`config.mk`:
```
export PLATFORM = sky130hd
export DESIGN_NAME = lnk_watch_top
export DESIGN_NICKNAME = d
export VERILOG_FILES = /design/src/rtl/lnk_watch_pkg.sv /design/src/rtl/lnk_qualifier.sv /design/src/rtl/lnk_sticky_bit.sv /design/src/rtl/lnk_reg_view.sv /design/src/rtl/lnk_watch_top.sv
export SDC_FILE = /design/constraint.sdc
export NUM_CORES = 1
export LEC_CHECK = 0
export ABC_AREA = 1
export CAP_MARGIN = 0
export CORE_AREA = 2 2 39 41
export CTS_CLUSTER_SIZE = 24
export DETAILED_ROUTE_END_ITERATION = 8
export DIE_AREA = 0 0 41 43
export PLACE_DENSITY = 0.72
export SYNTH_ARGS = -nofsm -noshare
export SYNTH_HDL_FRONTEND = slang
export SYNTH_SLANG_ARGS = --single-unit
```
`constraint.sdc`:
```
create_clock -name clk -period 1.8 [get_ports clk]
set_clock_uncertainty 0.15 [all_clocks]
set_input_delay 0.36 -clock clk [delete_from_list [all_inputs] [get_ports clk]]
set_output_delay 0.36 -clock clk [all_outputs]
set_load 0.02 [all_outputs]
```
`src/rtl/lnk_watch_pkg.sv`:
```
package lnk_watch_pkg;
  localparam int DATA_W = 16;

  typedef enum logic {
    SEL_STD = 1'b0,
    SEL_DET = 1'b1
  } word_sel_e;

  localparam int STD_LINK_POS = 2;
  localparam int DET_LINK_POS = 0;
  localparam int DET_LKERR_POS = 9;
endpackage

```
`src/rtl/lnk_qualifier.sv`:
```
module lnk_qualifier #(
  parameter int QUAL_CYCLES = 16
) (
  input  logic clk,
  input  logic rst_n,
  input  logic sig_det_i,
  input  logic pll_lock_i,
  output logic link_up_o,
  output logic rx_err_o,
  output logic lock_err_o
);
  localparam int CNT_W = $clog2(QUAL_CYCLES + 1);
  localparam logic [CNT_W-1:0] QMAX = CNT_W'(QUAL_CYCLES);

  logic [CNT_W-1:0] cnt_q;
  logic             good;

  assign good       = sig_det_i & pll_lock_i;
  assign lock_err_o = ~pll_lock_i;
  assign rx_err_o   = ~sig_det_i | lock_err_o;

  always_ff @(posedge clk or negedge rst_n) begin
    if (!rst_n)          cnt_q <= '0;
    else if (!good)      cnt_q <= '0;
    else if (cnt_q != QMAX) cnt_q <= cnt_q + 1'b1;
  end

  assign link_up_o = good && (cnt_q == QMAX);

  // link can only appear after a cycle in which both inputs were good
  a_r2_rise_needs_good: assert property (@(posedge clk) disable iff (!rst_n)
    $rose(link_up_o) |-> $past(sig_det_i && pll_lock_i));
  // an error cycle leaves the counter restarted
  a_r3_restart: assert property (@(posedge clk) disable iff (!rst_n)
    rx_err_o |=> !link_up_o || (QUAL_CYCLES == 1));
endmodule

```
`src/rtl/lnk_sticky_bit.sv`:
```
module lnk_sticky_bit #(
  parameter bit LATCH_HIGH = 1'b1
) (
  input  logic clk,
  input  logic rst_n,
  input  logic clr_i,
  input  logic live_i,
  output logic q_o
);
  logic nxt;

  generate
    if (LATCH_HIGH) begin : g_hi
      assign nxt = clr_i ? live_i : (q_o | live_i);
      // a set bit holds until cleared by a read
      a_r4_hold_high: assert property (@(posedge clk) disable iff (!rst_n)
        (!clr_i && q_o) |=> q_o);
    end else begin : g_lo
      assign nxt = clr_i ? live_i : (q_o & live_i);
      // a cleared bit holds until cleared by a read
      a_r6_hold_low: assert property (@(posedge clk) disable iff (!rst_n)
        (!clr_i && !q_o) |=> !q_o);
    end
  endgenerate

  always_ff @(posedge clk or negedge rst_n) begin
    if (!rst_n) q_o <= 1'b0;
    else        q_o <= nxt;
  end
endmodule

```
`src/rtl/lnk_reg_view.sv`:
```
module lnk_reg_view
  import lnk_watch_pkg::*;
(
  input  logic              clk,
  input  logic              rst_n,
  input  logic              rd_sel_i,
  input  logic              rd_stb_i,
  input  logic              std_link_i,
  input  logic              det_link_i,
  input  logic              det_lkerr_i,
  output logic              clr_std_o,
  output logic              clr_det_o,
  output logic [DATA_W-1:0] rd_data_o
);
  word_sel_e sel;
  assign sel = word_sel_e'(rd_sel_i);

  assign clr_std_o = rd_stb_i && (sel == SEL_STD);
  assign clr_det_o = rd_stb_i && (sel == SEL_DET);

  always_comb begin
    rd_data_o = '0;
    if (sel == SEL_STD) begin
      rd_data_o[STD_LINK_POS] = std_link_i;
    end else begin
      rd_data_o[DET_LINK_POS]  = det_link_i;
      rd_data_o[DET_LKERR_POS] = det_lkerr_i;
    end
  end

  // at most the defined fields are ever set
  a_r9_fields_only: assert property (@(posedge clk) disable iff (!rst_n)
    $countones(rd_data_o) <= 2);
endmodule

```
`src/rtl/lnk_watch_top.sv`:
```
module lnk_watch_top
  import lnk_watch_pkg::*;
#(
  parameter int QUAL_CYCLES = 16
) (
  input  logic              clk,
  input  logic              rst_n,
  input  logic              sig_det_i,
  input  logic              pll_lock_i,
  input  logic              rd_sel_i,
  input  logic              rd_stb_i,
  output logic [DATA_W-1:0] rd_data_o
);
  logic link_live, rx_err, lock_live;
  logic clr_std, clr_det;
  logic std_link_q, lkerr_q;

  lnk_qualifier #(.QUAL_CYCLES(QUAL_CYCLES)) u_qual (
    .clk(clk), .rst_n(rst_n), .sig_det_i(sig_det_i), .pll_lock_i(pll_lock_i),
    .link_up_o(link_live), .rx_err_o(rx_err), .lock_err_o(lock_live)
  );

  lnk_sticky_bit #(.LATCH_HIGH(1'b0)) u_std_link (
    .clk(clk), .rst_n(rst_n), .clr_i(clr_std), .live_i(link_live), .q_o(std_link_q)
  );

  lnk_sticky_bit #(.LATCH_HIGH(1'b1)) u_lkerr (
    .clk(clk), .rst_n(rst_n), .clr_i(clr_det), .live_i(lock_live), .q_o(lkerr_q)
  );

  lnk_reg_view u_view (
    .clk(clk), .rst_n(rst_n), .rd_sel_i(rd_sel_i), .rd_stb_i(rd_stb_i),
    .std_link_i(std_link_q), .det_link_i(link_live), .det_lkerr_i(lkerr_q),
    .clr_std_o(clr_std), .clr_det_o(clr_det), .rd_data_o(rd_data_o)
  );

  // a fault, read or not, leaves the latching-low copy clear
  a_r7_fault_clears: assert property (@(posedge clk) disable iff (!rst_n)
    rx_err |=> !std_link_q);
  // lock loss is captured on the next edge
  a_r4_lock_capture: assert property (@(posedge clk) disable iff (!rst_n)
    !pll_lock_i |=> lkerr_q);
  // a standard-word read never clears the lock-error latch
  a_r8_no_cross: assert property (@(posedge clk) disable iff (!rst_n)
    (clr_std && lkerr_q) |=> lkerr_q);
endmodule

```
==> results.yml <==
status:
  status: "completed"
power_and_ir_drop:
  power_mw: 0.381
  swShare_pct: 29.2
  power.share.clock_pct: 38.8
  power_frac_comb_pct: 18.3
  p_leak_nw: 0.375
  seqPwrFrac_pct: 42.9
  power_density_mw_per_mm2: 591
  switching_power_mw: 0.111
  vdd_drop_max_mv: 0.470
  p_int_mw: 0.270
global_route:
  grt_max_degree: 8
  track_usage_pct: 12.0
  overflow: 0
  antenna_found_initial: 0
  grt_pass1_wl_um: 1350
  grt_pass1_vias: 386
finish:
  fin_nets: 96
  fin_cells: 103
  fin_area_um2: 644
  antennaDiodeCount: 0
  fillers: 153
  area_growth_pct: 31.7
  drive_gt1_share_pct: 29.9
synthesis:
  synth_edf_count: 0
  synth_seq_cells: 7
  ys_seq_area_share_pct: 35.8
  ys_top_cells_by_count: "nand2_1, buf_4, inv_1"
  synth_cell_types: 14
  async_flop_share_pct: 100
  synth_ff_type: "dfrtp_1"
  yosysMostFrequentCell: "nand2_1"
  synth_top_cell_by_area: "dfrtp_1"
  synth_area_um2: 489
  synth_top_area_share_pct: 35.8
  ys_warn_count: 0
  avgSynthCellArea_um2: 7.41
  synth_cells: 66
  synthTopCellsByArea: "dfrtp_1, buf_4, nand2_1"
drt:
  wire_per_inst_um: 8.54
  routed-via-count: 416
  ant_nets: 0
  drc_errors: 0
  drt-vias-per-instance: 4.04
  initialDrtViolationCount: 4
  dr.pass1.iters: 2
  routed_wirelength_um: 880
clocking:
  cts_num_sinks: 7
  cts.clk_slew.worst_paths_ps: 50
  numCtsBuffers: 3
  clk_path_buf_depth: 2
  h-tree-depth: 1
  clk_latency_ps: 260
  cts_root_buf: "clkbuf_4"
  cts_tree: "built"
worst_setup_path:
  worstPathMaxFanout: 3
  crit_type: "flip-flop to output port"
  reg2regPathDepth: 5
  cp-end-kind: "output port"
  r2r_end: "u_qual.cnt_q[2]"
  start_kind: "flip-flop"
  reg2reg_setup_slack_ps: 380
  cp_data_required_time_ps: 1290
  cp.arrival_ps: 1270
  crit-reg2reg-launch: "u_qual.cnt_q[0]"
placed_design:
  gp_congestion: 0.757
  post_dp_cell_area_um2: 612
  dp_cells: 99
  dp_hpwl_um: 718
  numPortBuffers: 8
  place_ws_ps: -493
sta:
  setup_slack_ps: 22.9
  rsz0062_at_grt: "yes"
  hold_viol_final: 0
  fin_crit_ps: 1780
  maxSlewViolCount: 0
  setup_viol: 0
  fin_crit_sh_pct: 98.7
  fmax_ghz: 0.563
floorplan:
  die_w_um: 41
  die_h_um: 43
  core_mm2: 0.00138
  ios: 22
  rows: 14
  start_util_pct: 35.4
  die-area_mm2: 0.00176
worst_hold_path:
  hold_path.class: "input pin to asynchronous set/reset pin"
run:
  drv_cap: 0
-- stage by stage --
| stage | hold WS [ps] | util (%) | setup TNS, ps |
|---|---|---|---|
| 6_report | 211 | 46.6 | 0 |
| 5_1_grt | 248 | 46.6 | -72.4 |
| 4_1_cts | 222 | 45.6 | -3.38 |
| 3_5_place_dp | 319 | 44.2 | -1130 |
| 3_3_place_gp | 314 | 44.2 | -1090 |
| 2_1_floorplan | -85.6 | - | 0 |
-- power groups by stage --
stage               Combinational [mW]  Clock [mW]  Sequential, mW
floorplan                       0.0597           0           0.166
global placement                0.0675           0           0.165
detailed placement              0.0686           0           0.165
CTS                             0.0674       0.156           0.163
global route                    0.0781       0.166           0.163
finish                          0.0696       0.148           0.163
-- routing by layer --
metal  global-route usage (%)  up-vias  share of wire, %
met2                     19.1       17                49
met1                     12.2      179                40
met3                     3.14        2               8.4
met4                     10.0        0               2.6
li1                         -      218                 -
met5                        0        -                 0
-- final cells by class --
cell class              instances  area, µm²  area share, %
clock buffers                   4       26.3           4.08
inverters                      10       37.5           5.83
flip-flops and latches          7        175           27.2
multi-input cells              48        241           37.5
well taps                      16       20.0           3.11
repair buffers                 18        144           22.3
-- cells by family (layout without fill, tap and decap cells) --
family                   count (synthesis)  after routing  synth area share, %
adder cells (fa/ha/maj)                  2              2                 5.11
AO/OA/AOI/OAI                            1              1                 1.02
buffers and inverters                   23             32                 27.6
other                                    1             13                0.767
AND/OR/NAND/NOR                         32             32                 29.7
flip-flops                               7              7                 35.8
-- critical path, stage by stage (launching register included) --
cell     delay (ps)
dfrtp_1         380
inv_2            80
ha_4            130
nand2_2          50
inv_2            60
nand3_2          70
nor2_1          110
buf_4           140
-- registers in the layout, indices dropped and copies added (netlist names) --
name / flops
u_std_link.q_o: 1
u_lkerr.q_o: 1
u_qual.cnt_q: 5
-- what timing repair did --
item,4_1_cts,5_1_grt
pin swaps,0,2
setup buffers,0,0
hold buffers,0,0
gates resized for setup,13,8
endpoints found under the hold margin,0,0
endpoints found under the setup margin,3,2
-- how the worst max path moves through the flow --
stage,start,end,slack [ps],depth (start not counted)
2_1_floorplan,u_qual.cnt_q[0],rd_data_o[0],180,6
3_3_place_gp,pll_lock_i,rd_data_o[0],-470,6
3_5_place_dp,pll_lock_i,rd_data_o[0],-490,6
4_1_cts,sig_det_i,rd_data_o[0],-3,6
5_1_grt,u_qual.cnt_q[0],rd_data_o[0],-70,7
6_report,u_qual.cnt_q[1],rd_data_o[0],20,7
-- cells in the final DEF (no fill, tap or decap) --
master            n
a21oi_1           1
buf_2             1
buf_4            11
clkbuf_1          1
clkbuf_2          1
clkbuf_4          3
clkdlybuf4s50_1   3
conb_1           13
dfrtp_1           7
dlygate4sd2_1     1
dlymetal6s2s_1    1
ha_1              1
ha_4              1
inv_1             6
inv_2             4
nand2_1          12
nand2_2           2
nand3_1           5
nand3_2           1
nand4_1           3
nor2_1            7
nor2_2            1
or2_2             1
Note: power is estimated with default switching activity, not from simulation.
